<file path="src/rtl/msi_cap_pkg.sv">
package msi_cap_pkg;

    // Which register a capability dword maps to.
    typedef enum logic [2:0] {
        FLD_NONE,
        FLD_CTRL,
        FLD_ALO,
        FLD_AHI,
        FLD_DATA,
        FLD_MASK,
        FLD_PEND
    } fld_e;

    // A decoded write, lanes already limited to the window.
    typedef struct packed {
        logic        hit;
        fld_e        fld;
        logic [3:0]  be;
        logic [31:0] data;
    } wreq_t;

    // Capability length in bytes for each layout option.
    function automatic int cap_len(bit a64, bit pvm);
        if (pvm) return a64 ? 24 : 20;
        return a64 ? 14 : 10;
    endfunction

    // Dword index inside the capability -> field.
    function automatic fld_e fld_of(logic [2:0] rel, bit a64, bit pvm);
        fld_e f;
        case (rel)
            3'd0:    f = FLD_CTRL;
            3'd1:    f = FLD_ALO;
            3'd2:    f = a64 ? FLD_AHI : FLD_DATA;
            3'd3:    f = a64 ? FLD_DATA : (pvm ? FLD_MASK : FLD_NONE);
            3'd4:    f = pvm ? (a64 ? FLD_MASK : FLD_PEND) : FLD_NONE;
            3'd5:    f = (pvm && a64) ? FLD_PEND : FLD_NONE;
            default: f = FLD_NONE;
        endcase
        return f;
    endfunction

    // Ones in the low 2^lg bit positions.
    function automatic logic [31:0] vec_span(logic [2:0] lg);
        if (lg >= 3'd5) return 32'hFFFF_FFFF;
        return (32'd1 << (32'd1 << lg)) - 32'd1;
    endfunction

    // Byte-lane merge: enabled lanes take new data where wm is set.
    function automatic logic [31:0] merge_be(logic [31:0] old_v, logic [31:0] nv,
                                             logic [3:0] be, logic [31:0] wm);
        logic [31:0] r;
        for (int b = 0; b < 4; b++) begin
            r[8*b +: 8] = be[b] ? ((old_v[8*b +: 8] & ~wm[8*b +: 8]) |
                                   (nv[8*b +: 8] & wm[8*b +: 8]))
                                : old_v[8*b +: 8];
        end
        return r;
    endfunction

endpackage

</file>
<file path="src/rtl/msi_cap_decode.sv">
module msi_cap_decode
    import msi_cap_pkg::*;
#(
    parameter int CAP_BASE = 8'h50,
    parameter bit ADDR64   = 1'b1,
    parameter bit PVM      = 1'b1,
    parameter int CFG_AW   = 6
) (
    input  logic [CFG_AW-1:0] cfg_addr,
    input  logic [3:0]        cfg_be,
    input  logic              cfg_wr,
    input  logic [31:0]       cfg_wdata,
    output wreq_t             wreq,
    output fld_e              rd_fld,
    output logic [3:0]        rd_lanes
);
    localparam int LEN = cap_len(ADDR64, PVM);
    localparam int WIN_LO = CAP_BASE;
    localparam int WIN_HI = CAP_BASE + LEN;
    localparam logic [CFG_AW-1:0] BASE_DW = CFG_AW'(CAP_BASE / 4);

    logic [3:0] in_win;

    for (genvar b = 0; b < 4; b++) begin : g_lane
        logic [CFG_AW+1:0] baddr;
        assign baddr     = {cfg_addr, 2'(b)};
        assign in_win[b] = (int'(baddr) >= WIN_LO) && (int'(baddr) < WIN_HI);
    end

    logic [CFG_AW-1:0] rel_full;
    logic [2:0]        rel;
    fld_e              fld;

    assign rel_full = cfg_addr - BASE_DW;
    assign rel      = rel_full[2:0];
    assign fld      = (|in_win) ? fld_of(rel, ADDR64, PVM) : FLD_NONE;

    logic unused_rel;
    assign unused_rel = ^rel_full;

    assign wreq.hit  = cfg_wr && (|(cfg_be & in_win));
    assign wreq.fld  = fld;
    assign wreq.be   = cfg_be & in_win;
    assign wreq.data = cfg_wdata;
    assign rd_fld    = fld;
    assign rd_lanes  = in_win;

endmodule

</file>
<file path="src/rtl/msi_cap_ctrl.sv">
module msi_cap_ctrl
    import msi_cap_pkg::*;
#(
    parameter int CAP_LOG2 = 3
) (
    input  logic       clk,
    input  logic       rst,
    input  wreq_t      wreq,
    output logic       en,
    output logic [2:0] qsize,
    output logic [2:0] qsize_nxt,
    output logic       upd_nxt,
    output logic       intx_deassert,
    output logic       cfg_upd
);
    localparam logic [2:0] CAPLG = 3'(CAP_LOG2);

    logic       ctl_wr;
    logic       en_w;
    logic [2:0] qs_w;

    // Control word is dword bits 31:16; writable bits live in lane 2.
    assign ctl_wr = wreq.hit && (wreq.fld == FLD_CTRL) && wreq.be[2];

    always_comb begin
        en_w = en;
        qs_w = qsize;
        if (ctl_wr) begin
            en_w = wreq.data[16];
            qs_w = wreq.data[22:20];
        end
        upd_nxt   = wreq.hit && en_w;
        qsize_nxt = (upd_nxt && (qs_w > CAPLG)) ? CAPLG : qs_w;
    end

    always_ff @(posedge clk) begin
        if (rst) begin
            en            <= 1'b0;
            qsize         <= 3'd0;
            intx_deassert <= 1'b0;
            cfg_upd       <= 1'b0;
        end else begin
            en            <= en_w;
            qsize         <= qsize_nxt;
            intx_deassert <= upd_nxt;
            cfg_upd       <= upd_nxt;
        end
    end

    logic unused_ctl;
    assign unused_ctl = ^{wreq.data[31:23], wreq.data[19:17], wreq.data[15:0],
                          wreq.be[3], wreq.be[1:0]};

    a_r1_reset_off: assert property (@(posedge clk) disable iff (rst)
        $past(rst) |-> (!en && qsize == 3'd0));
    a_r2_en_write_only: assert property (@(posedge clk) disable iff (rst)
        !$past(ctl_wr) |-> $stable(en));
    a_r7_count_limited: assert property (@(posedge clk) disable iff (rst)
        cfg_upd |-> (qsize <= CAPLG));
    a_r9_upd_enabled: assert property (@(posedge clk) disable iff (rst)
        cfg_upd |-> en);

endmodule

</file>
<file path="src/rtl/msi_cap_msg.sv">
module msi_cap_msg
    import msi_cap_pkg::*;
#(
    parameter bit ADDR64 = 1'b1
) (
    input  logic        clk,
    input  logic        rst,
    input  wreq_t       wreq,
    output logic [31:2] addr_lo,
    output logic [31:0] addr_hi,
    output logic [15:0] data
);
    logic [31:0] alo_m;
    logic [31:0] dat_m;

    assign alo_m = merge_be({addr_lo, 2'b00}, wreq.data, wreq.be, 32'hFFFF_FFFC);
    assign dat_m = merge_be({16'h0, data}, wreq.data, wreq.be, 32'h0000_FFFF);

    always_ff @(posedge clk) begin
        if (rst) begin
            addr_lo <= '0;
            data    <= '0;
        end else begin
            if (wreq.hit && wreq.fld == FLD_ALO)  addr_lo <= alo_m[31:2];
            if (wreq.hit && wreq.fld == FLD_DATA) data    <= dat_m[15:0];
        end
    end

    logic unused_msg;
    assign unused_msg = ^{alo_m[1:0], dat_m[31:16]};

    if (ADDR64) begin : g_hi
        logic [31:0] ahi_m;
        assign ahi_m = merge_be(addr_hi, wreq.data, wreq.be, 32'hFFFF_FFFF);
        always_ff @(posedge clk) begin
            if (rst)                                   addr_hi <= '0;
            else if (wreq.hit && wreq.fld == FLD_AHI)  addr_hi <= ahi_m;
        end
    end else begin : g_nohi
        assign addr_hi = '0;
    end

    a_r10_msg_untouched: assert property (@(posedge clk) disable iff (rst)
        !$past(wreq.hit) |-> ($stable(addr_lo) && $stable(data) && $stable(addr_hi)));

endmodule

</file>
<file path="src/rtl/msi_cap_vec.sv">
module msi_cap_vec
    import msi_cap_pkg::*;
#(
    parameter int CAP_LOG2 = 3,
    parameter bit PVM      = 1'b1,
    localparam int NVEC    = 1 << CAP_LOG2
) (
    input  logic            clk,
    input  logic            rst,
    input  wreq_t           wreq,
    input  logic            trim,
    input  logic [2:0]      trim_lg,
    input  logic [NVEC-1:0] pend_set,
    input  logic [NVEC-1:0] pend_clr,
    output logic [NVEC-1:0] mask,
    output logic [NVEC-1:0] pend
);
    localparam logic [31:0] MASK_WM = vec_span(3'(CAP_LOG2));

    if (PVM) begin : g_pvm
        logic [31:0]     mask_m;
        logic [31:0]     span;
        logic [NVEC-1:0] span_lo;
        logic [NVEC-1:0] pend_n;

        assign mask_m  = merge_be(32'(mask), wreq.data, wreq.be, MASK_WM);
        assign span    = vec_span(trim_lg);
        assign span_lo = span[NVEC-1:0];

        always_comb begin
            pend_n = (pend & ~pend_clr) | pend_set;
            if (trim) pend_n = pend_n & span_lo;
        end

        always_ff @(posedge clk) begin
            if (rst) begin
                mask <= '0;
                pend <= '0;
            end else begin
                if (wreq.hit && wreq.fld == FLD_MASK) mask <= mask_m[NVEC-1:0];
                pend <= pend_n;
            end
        end

        logic unused_vec;
        assign unused_vec = ^{mask_m, span};

        a_r8_trim_high: assert property (@(posedge clk) disable iff (rst)
            $past(trim) |-> ((pend & ~$past(span_lo)) == '0));
        a_r6_rise_by_set: assert property (@(posedge clk) disable iff (rst)
            ((pend & ~$past(pend) & ~$past(pend_set)) == '0));
        a_r5_mask_by_write: assert property (@(posedge clk) disable iff (rst)
            !$past(wreq.hit && wreq.fld == FLD_MASK) |-> $stable(mask));
    end else begin : g_nopvm
        assign mask = '0;
        assign pend = '0;
        logic unused_vec;
        assign unused_vec = ^{clk, rst, wreq, trim, trim_lg, pend_set, pend_clr};
    end

endmodule

</file>
<file path="src/rtl/msi_cap_regs.sv">
module msi_cap_regs
    import msi_cap_pkg::*;
#(
    parameter int CAP_BASE = 8'h50,
    parameter int CAP_LOG2 = 3,
    parameter bit ADDR64   = 1'b1,
    parameter bit PVM      = 1'b1,
    parameter int CFG_AW   = 6,
    localparam int NVEC    = 1 << CAP_LOG2
) (
    input  logic              clk,
    input  logic              rst,
    input  logic [CFG_AW-1:0] cfg_addr,
    input  logic [3:0]        cfg_be,
    input  logic              cfg_wr,
    input  logic              cfg_rd,
    input  logic [31:0]       cfg_wdata,
    output logic [31:0]       cfg_rdata,
    input  logic [NVEC-1:0]   pend_set,
    input  logic [NVEC-1:0]   pend_clr,
    output logic              msi_en,
    output logic [2:0]        vec_log2,
    output logic [63:0]       msg_addr,
    output logic [15:0]       msg_data,
    output logic [NVEC-1:0]   vec_mask,
    output logic [NVEC-1:0]   vec_pend,
    output logic              intx_deassert,
    output logic              cfg_upd
);
    localparam logic [2:0] CAPLG = 3'(CAP_LOG2);

    wreq_t       wreq;
    fld_e        rd_fld;
    logic [3:0]  rd_lanes;
    logic [2:0]  qsize_nxt;
    logic        upd_nxt;
    logic [31:2] addr_lo;
    logic [31:0] addr_hi;
    logic [31:0] rd_raw;

    msi_cap_decode #(
        .CAP_BASE(CAP_BASE), .ADDR64(ADDR64), .PVM(PVM), .CFG_AW(CFG_AW)
    ) u_dec (
        .cfg_addr(cfg_addr), .cfg_be(cfg_be), .cfg_wr(cfg_wr), .cfg_wdata(cfg_wdata),
        .wreq(wreq), .rd_fld(rd_fld), .rd_lanes(rd_lanes)
    );

    msi_cap_ctrl #(.CAP_LOG2(CAP_LOG2)) u_ctrl (
        .clk(clk), .rst(rst), .wreq(wreq),
        .en(msi_en), .qsize(vec_log2), .qsize_nxt(qsize_nxt), .upd_nxt(upd_nxt),
        .intx_deassert(intx_deassert), .cfg_upd(cfg_upd)
    );

    msi_cap_msg #(.ADDR64(ADDR64)) u_msg (
        .clk(clk), .rst(rst), .wreq(wreq),
        .addr_lo(addr_lo), .addr_hi(addr_hi), .data(msg_data)
    );

    msi_cap_vec #(.CAP_LOG2(CAP_LOG2), .PVM(PVM)) u_vec (
        .clk(clk), .rst(rst), .wreq(wreq),
        .trim(upd_nxt), .trim_lg(qsize_nxt),
        .pend_set(pend_set), .pend_clr(pend_clr),
        .mask(vec_mask), .pend(vec_pend)
    );

    assign msg_addr = {addr_hi, addr_lo, 2'b00};

    always_comb begin
        case (rd_fld)
            FLD_CTRL: rd_raw = {7'b0, PVM, ADDR64, vec_log2, CAPLG, msi_en, 16'h0};
            FLD_ALO:  rd_raw = {addr_lo, 2'b00};
            FLD_AHI:  rd_raw = addr_hi;
            FLD_DATA: rd_raw = {16'h0, msg_data};
            FLD_MASK: rd_raw = 32'(vec_mask);
            FLD_PEND: rd_raw = 32'(vec_pend);
            default:  rd_raw = '0;
        endcase
        for (int b = 0; b < 4; b++) begin
            cfg_rdata[8*b +: 8] = (cfg_rd && rd_lanes[b] && cfg_be[b]) ? rd_raw[8*b +: 8] : 8'h00;
        end
    end

endmodule

</file>
<file path="config.mk">
export PLATFORM = sky130hd
export DESIGN_NAME = msi_cap_regs
export DESIGN_NICKNAME = d
export VERILOG_FILES = /design/src/rtl/msi_cap_pkg.sv /design/src/rtl/msi_cap_decode.sv /design/src/rtl/msi_cap_ctrl.sv /design/src/rtl/msi_cap_msg.sv /design/src/rtl/msi_cap_vec.sv /design/src/rtl/msi_cap_regs.sv
export SDC_FILE = /design/constraint.sdc
export NUM_CORES = 1
export LEC_CHECK = 0
export BUFFER_PORTS_ARGS = -buffer_cell sky130_fd_sc_hd__buf_2
export CORE_AREA = 2 2 127 79
export CTS_CLUSTER_SIZE = 16
export DETAILED_ROUTE_END_ITERATION = 7
export DIE_AREA = 0 0 129 81
export PLACE_DENSITY = 0.83
export SLEW_MARGIN = 5
export SYNTH_ARGS = -nofsm -noshare
export SYNTH_HDL_FRONTEND = slang
export SYNTH_SLANG_ARGS = --single-unit
export TNS_END_PERCENT = 5
</file>
<file path="constraint.sdc">
create_clock -name clk -period 4.1 [get_ports clk]
set_input_delay 0 -clock clk [delete_from_list [all_inputs] [get_ports clk]]
set_output_delay 0 -clock clk [all_outputs]
set_load 0.02 [all_outputs]
</file>
==> results.md, run 1 <==
- Area contributors post-synth: dfxtp_1, mux2i_1, nor2_1, a21oi_1, nand2_1
- Die Footprint: between 10000 and 15000 sq um
- Most frequent cells in the layout: buf_2, nor2_1, dfxtp_1
- Initial DRC count: 361
- R2r setup slk: 2.26 ns
- DRC viols: 0
- Syn-to-layout area delta: 37.0%
- Yosys top cell area share: 43.7%
- Synth Flop Type: dfxtp_1
- Post-synthesis sequential area ratio: 43.7%
- Initial antenna violation count: 0
- PD cells: 312 nW/um^2
- Yosys cell types: 43
- Global placer's final weighted congestion: 0.842
- Post-layout util: between 60 and 70%
- Routing usage on met1: 35.3%
- Post-Synthesis Cells: 514
- Clock skew: 0.00461 ns
- Synth Register Bits: 99
- Part of the power in registers: ~50%
- WL/cell: 17.0 um
- Post-placement cell count: 813
- WHS Endpoint: u_vec.pend[1]
- Element type at the critical path end: register
- Worst hold margin: 0.0216 ns
- Cell leakage power: 2.87 nW
- Setup CP Type: input pin to register
- Ys Warns: 0
- Min-Delay Path Depth: 4
- Fill cells: 746
- Largest net degree at the start of global routing: 56
- Buffers on Ports: 193
- P_sw: 437 uW
- FP Rows: 28
- Hold crit path type: input pin to register
- Die H: 81 um
- CTS root buf: clkbuf_16
- Synth area leader: dfxtp_1
- Ys async rst share: 0%
- Setup WS pre-CTS: 1.56 ns
- GRT Total Usage: 27.2%
- Total number of vias: 4817
- Maximum vdd ir drop: 0.209 mV
- ANT cells: 0
- Worst R2R End: u_vec.pend[4]
- Slew Limit Fails: 0
- Status: finished, final reports clean
- Clock group share of total power: 42.4%
- Worst Path Arrival: ~2.5 ns
- Cts bufs inserted: 9
- Worst hold start: pend_clr[1]
- F_max: 0.440 GHz
- First-pass GRT wire length: 22400 um
- Setup TNS: 0 ns
- Met2 usage: 46.2%
- Critical Path RT: 4.28 ns
- Starting Density: 47.8%
- Total power: 1.94 mW
- Grt total ovfl: 0
- Ratio of cells with drive above 1 in the final layout: approximately 30%
- I/O pin total: 196
- Clock buffer depth: 2
- Multi-input combinational cell area: 2380 sq um
- Internal power: between 1.5 and 2 mW
- Rel. slew slack: 24.7%
- CP Max Fanout: 13
- Most common cell after layout, fill and taps aside: buf_2
- Total core area: 9490 sq um
- Fin cells: 867
- Tcrit/Tclk final: between 50% and 60%
- Worst slew pin tran: around 1.1 ns
- Mean post-synth cell area: 8.83 sq um
- Register-to-Register Path Depth: 7
- R2r startpoint: u_ctrl.qsize[2]
- DRT Wirelength: between 10000 and 15000 um
- Setup crit start kind: input pin
- FF/Latch Area: 1980 sq um
- Vias per cell: between 5 and 6
- Die Span X: 129 um
- Most Used Layer, Global Route: met2
- Final #Nets: roughly 800
- Max Cap Violations: 0
- Post-synth EDFFs: 0
- Sw Ratio: 22.5%
- Hold Vio Cnt, Final: 0
- CTS H-Tree Depth: 3
- Clk sink count: 99
- Cell area after layout: 6220 sq um
- Combinational share of power: under 10%
- Vias in the first global route: 4559
- Clock-pin slew on the worst setup and hold paths: 0.07 ns
- RSZ-0062 raised after global routing: false
- CTS tree: built
- Final Setup Violations: 0
- Antenna viol nets, final: 0
- Skew-Pair Late Insertion Delay: 0.33 ns
- Post-route worst setup slack: 1.83 ns
- Mapped Area: 4540 sq um
- HPWL after detailed placement: between 10000 and 15000 um
- Post-DP Area: 5550 sq um
- Global Route met3 Usage: 5.86%
- Pre-antenna DRT Iters: 6
- Final Critical Period: between 2 and 2.5 ns
[power by group through the flow]
stage               clock (mW)  sequential (mW)  combinational [mW]
finish                   0.825            0.973               0.145
global route             0.886            0.973               0.155
CTS                      0.838            0.973               0.142
detailed placement           0            0.995               0.113
global placement             0            0.995               0.110
floorplan                    0            0.999              0.0462
[final cells by class]
type,instances,share of cell area (%)
clock buffer,12,3.80
multi-input combinational,374,38.2
tap,135,2.72
clock inverter,4,0.825
inverter,9,0.543
timing repair buffer,234,22.0
sequential,99,31.9
[metal layers]
metal / vias to the layer above / routed length, um
met5: - / 0
met2: 263 / 6960
met4: 0 / 199
met1: 2291 / 6490
li1: 2238 / -
met3: 25 / 1120
[cell usage after synthesis, types with 3 or more instances]
library cell,instances
clkbuf_1,20
nor3_1,6
inv_1,9
a22oi_1,18
buf_2,4
a211oi_1,4
nand3_1,6
nand2_1,40
a21oi_1,43
mux2_2,3
nor2_1,108
dfxtp_1,99
a222oi_1,8
buf_4,9
a221oi_1,6
and3_1,8
mux2i_1,81
o21ai_0,3
or3b_1,3
[sequential cells by signal, indices dropped and copies added (netlist names)]
signal / count
u_ctrl.en: 1
u_ctrl.qsize: 3
u_msg.addr_lo: 30
u_ctrl.intx_deassert: 1
u_vec.pend: 8
u_vec.mask: 8
u_msg.addr_hi: 32
u_msg.data: 16
[critical path, cell delays in order]
cell and delay, ns:
buf_2 0.16, or3b_1 0.42, a21oi_1 0.75, nand4bb_1 0.69, mux2i_1 0.36, nor2_1 0.06
[kinds of logic (layout without fill, tap and decap cells)]
logic type,count (synthesis),in the layout,share of synthesized area (%)
muxes,84,84,18.6
buffers and inverters,42,259,4.33
adders and majority gates,1,1,0.276
DFF,99,99,43.7
AOI/OAI and AO/OA,96,96,14.2
xor gates and xnor gates,2,2,0.386
and+or+nand+nor,188,188,18.4
other,2,3,0.165
[worst max path at each step]
stage                     start                end  slack [ns]  depth (start not counted)
floorplan           cfg_addr[5]      u_vec.pend[4]        2.27                          8
global placement    cfg_addr[0]  u_msg.addr_hi[29]        1.70                          6
detailed placement  cfg_addr[3]      u_vec.mask[5]        1.56                          6
CTS                 cfg_addr[3]      u_vec.mask[5]        1.91                          6
global route        cfg_addr[3]      u_vec.mask[4]        1.72                          6
finish              cfg_addr[3]      u_vec.mask[5]        1.83                          6
[what timing repair did]
item / CTS / global route
setup buffers: 0 / 0
gates resized for setup: 0 / 0
hold buffers: 38 / 0
endpoints found under the hold margin: 86 / 0
Note: power is estimated with default switching activity, not from simulation.
==> run 2: changes to the inputs <==
--- a/config.mk
+++ b/config.mk
@@ -5,12 +5,13 @@
 export SDC_FILE = /design/constraint.sdc
 export NUM_CORES = 1
 export LEC_CHECK = 0
+export ABC_AREA = 1
 export BUFFER_PORTS_ARGS = -buffer_cell sky130_fd_sc_hd__buf_2
-export CORE_AREA = 2 2 127 79
+export CORE_AREA = 2 2 130 81
 export CTS_CLUSTER_SIZE = 16
 export DETAILED_ROUTE_END_ITERATION = 7
-export DIE_AREA = 0 0 129 81
-export PLACE_DENSITY = 0.83
+export DIE_AREA = 0 0 132 83
+export PLACE_DENSITY = 0.81
 export SLEW_MARGIN = 5
 export SYNTH_ARGS = -nofsm -noshare
 export SYNTH_HDL_FRONTEND = slang
==> constraint.sdc (replaced) <==
create_clock -name clk -period 2.1 [get_ports clk]
set_input_delay 0 -clock clk [delete_from_list [all_inputs] [get_ports clk]]
set_output_delay 0 -clock clk [all_outputs]
set_load 0.02 [all_outputs]
==> results.md, run 2 <==
- Status: finished, final reports clean
- Post-layout util: between 60% and 70%
- Die Span X: 132 um
- Largest register by flop count: u_msg.addr_hi
- Clock skew: approximately 0.0033 ns
- Setup crit start kind: input pin
- Ys async rst share: 0%
- Vias in the first global route: 4876
- Grt total ovfl: 0
- Crit path cell chain: buf_2, nor2_1, nor2_4, nand2_2, inv_2, nand4_1, clkinv_1, nand2_1, o2111ai_1, nand2_1, inv_1, buf_2
- Fill cells: 873
- Buffers on Ports: 193
- CTS root buf: clkbuf_16
- # Post-CTS Setup Buffers: 0
- WL/cell: between 15 and 20 um
- RSZ-0062 raised after global routing: false
- Synth area leader: dfxtp_1
- Worst hold margin: roughly 0.02 ns
- ANT cells: 0
- Synth Register Bits: between 90 and 100
- Mapped Area: 4620 sq um
- Hold crit path type: input pin to register
- Initial DRC count: about 370
- Synth Flop Type: dfxtp_1
- Post-cts repair resize count: 0
- Final Critical Period: 1.84 ns
- Most frequent cells in the layout: buf_2, a21oi_1, nand2_1
- PD cells: approximately 580 nW/um^2
- Post-synth EDFFs: 0
- Rel. slew slack: 59.4%
- Largest regs: u_msg.addr_hi x32, u_msg.addr_lo x30, u_msg.data x16
- Slowest cell on crit path: clkinv_1
- CP Max Fanout: 18
- Element type at the critical path end: output pin
- Largest net degree at the start of global routing: 49
- Max reg flops: 32
- Ys Warns: 0
- Cell leakage power: about 2.9 nW
- DRC viols: 0
- Clock buffer depth: 2
- Worst slew pin tran: ~0.6 ns
- GRT Total Usage: roughly 28%
- Total core area: about 9700 sq um
- Clk sink count: around 100
- Final Setup Violations: 0
- Dominant cell by count in the synthesized netlist: a21oi_1
- Most common cell after layout, fill and taps aside: buf_2
- Multi-input combinational cell area: 2080 sq um
- Pre-antenna DRT Iters: 5
- Skew-Pair Late Insertion Delay: 0.34 ns
- Global placer's final weighted congestion: 0.883
- CTS Hold Buffers Added: 46
- Total number of vias: 5334
- HPWL after detailed placement: 11100 um
- F_max: 0.543 GHz
- Yosys cell types: 35
- Slew Limit Fails: 0
- Top cells by count, synth: a21oi_1, nand2_1, dfxtp_1
- Cell area after layout: 6430 sq um
- Clock-pin slew on the worst setup and hold paths: 0.06 ns
- Setup TNS: 0 ns
- CTS H-Tree Depth: 3
- CTS tree: built
- Worst Path Arrival: between 1.5 and 2 ns
- Syn-to-layout area delta: 39.3%
- Final #Nets: 948
- Max Cap Violations: 0
- Tcrit/Tclk final: 87.7%
- Ratio of cells with drive above 1 in the final layout: 27.8%
- Starting Density: 47.6%
- Post-Synthesis Cells: 648
- DRT Wirelength: 15700 um
- Setup CP Type: input pin to output pin
- Initial antenna violation count: 0
- Antenna viol nets, final: 0
- Critical Path RT: roughly 2.1 ns
- Yosys top cell area share: 42.9%
- Maximum vdd ir drop: 0.449 mV
- Die H: just over 80 um
- First-pass GRT wire length: 24700 um
- Vias per cell: ~5.2
- Total power: 3.72 mW
- Post-DP Area: between 5000 and 6000 sq um
- Critical Path Max Stage Delay: 0.53 ns
- FP Rows: 28
- I/O pin total: 196
- Area contributors post-synth: dfxtp_1, a21oi_1, nand2_1, inv_1, o21ai_0
- Hold Vio Cnt, Final: 0
- FF/Latch Area: 1980 sq um
- Cts bufs inserted: 9
- Mean post-synth cell area: 7.12 sq um
- Post-synthesis sequential area ratio: 42.9%
- Die Footprint: 11000 sq um
==> run 2: critical path, delay by kind of cell <==
kind / cells / cell delay, ns
AO/OA/AOI/OAI: 1 / 0.13
buffers and inverters: 5 / 0.90
AND/OR/NAND/NOR: 6 / 0.80
==> run 2: power breakdown <==
group / internal [mW] / switching, mW / leakage, nW
clock network: 0.798 / 0.711 / 0.125
registers: 1.89 / 0.0103 / 0.799
logic: 0.141 / 0.174 / 2.01
==> run 2: per-stage QoR <==
step	setup WS, ns	cells
floorplan	0.500	649
global placement	0.220	963
detailed placement	0.135	963
CTS	0.267	1025
global route	0.0491	1025
finish	0.258	1025
==> run 2: final timing paths <==
kind	start	endpoint	slack [ns]	depth (start not counted)
worst max register to register	u_ctrl.qsize[2]	u_vec.pend[2]	0.53	11
worst min register to register	u_vec.mask[4]	u_vec.mask[4]	0.46	2
worst max-delay path	cfg_addr[2]	cfg_rdata[5]	0.26	12
worst min-delay path	pend_clr[1]	u_vec.pend[1]	0.02	4
==> run 2: kinds of logic (layout without fill, tap and decap cells) <==
logic type	Yosys count	count (layout)	synth area share [%]
buffers and inverters	129	370	12.0
and+or+nand+nor	211	211	20.8
other	2	3	0.163
adders and majority gates	1	1	0.271
DFF	99	99	42.9
AOI/OAI and AO/OA	206	206	23.9
==> run 2: area by class of cell <==
class                   count  share of cell area, %
well taps                 135                   2.63
multi-input cells         421                   32.4
inverters                  96                   5.61
flip-flops and latches     99                   30.8
repair buffers            258                   24.4
clock inverters             5                  0.467
clock buffers              11                   3.62
==> run 2: routing by layer <==
metal | GRT usage (%) | share of wire (%) | routed length [um] | vias up
met5 | 0 | 0 | 0 | -
met4 | 11.0 | 2.3 | 366 | 0
li1 | - | - | - | 2621
met3 | 6.17 | 9.4 | 1470 | 33
met2 | 43.0 | 44 | 6870 | 289
met1 | 38.8 | 44 | 6980 | 2391
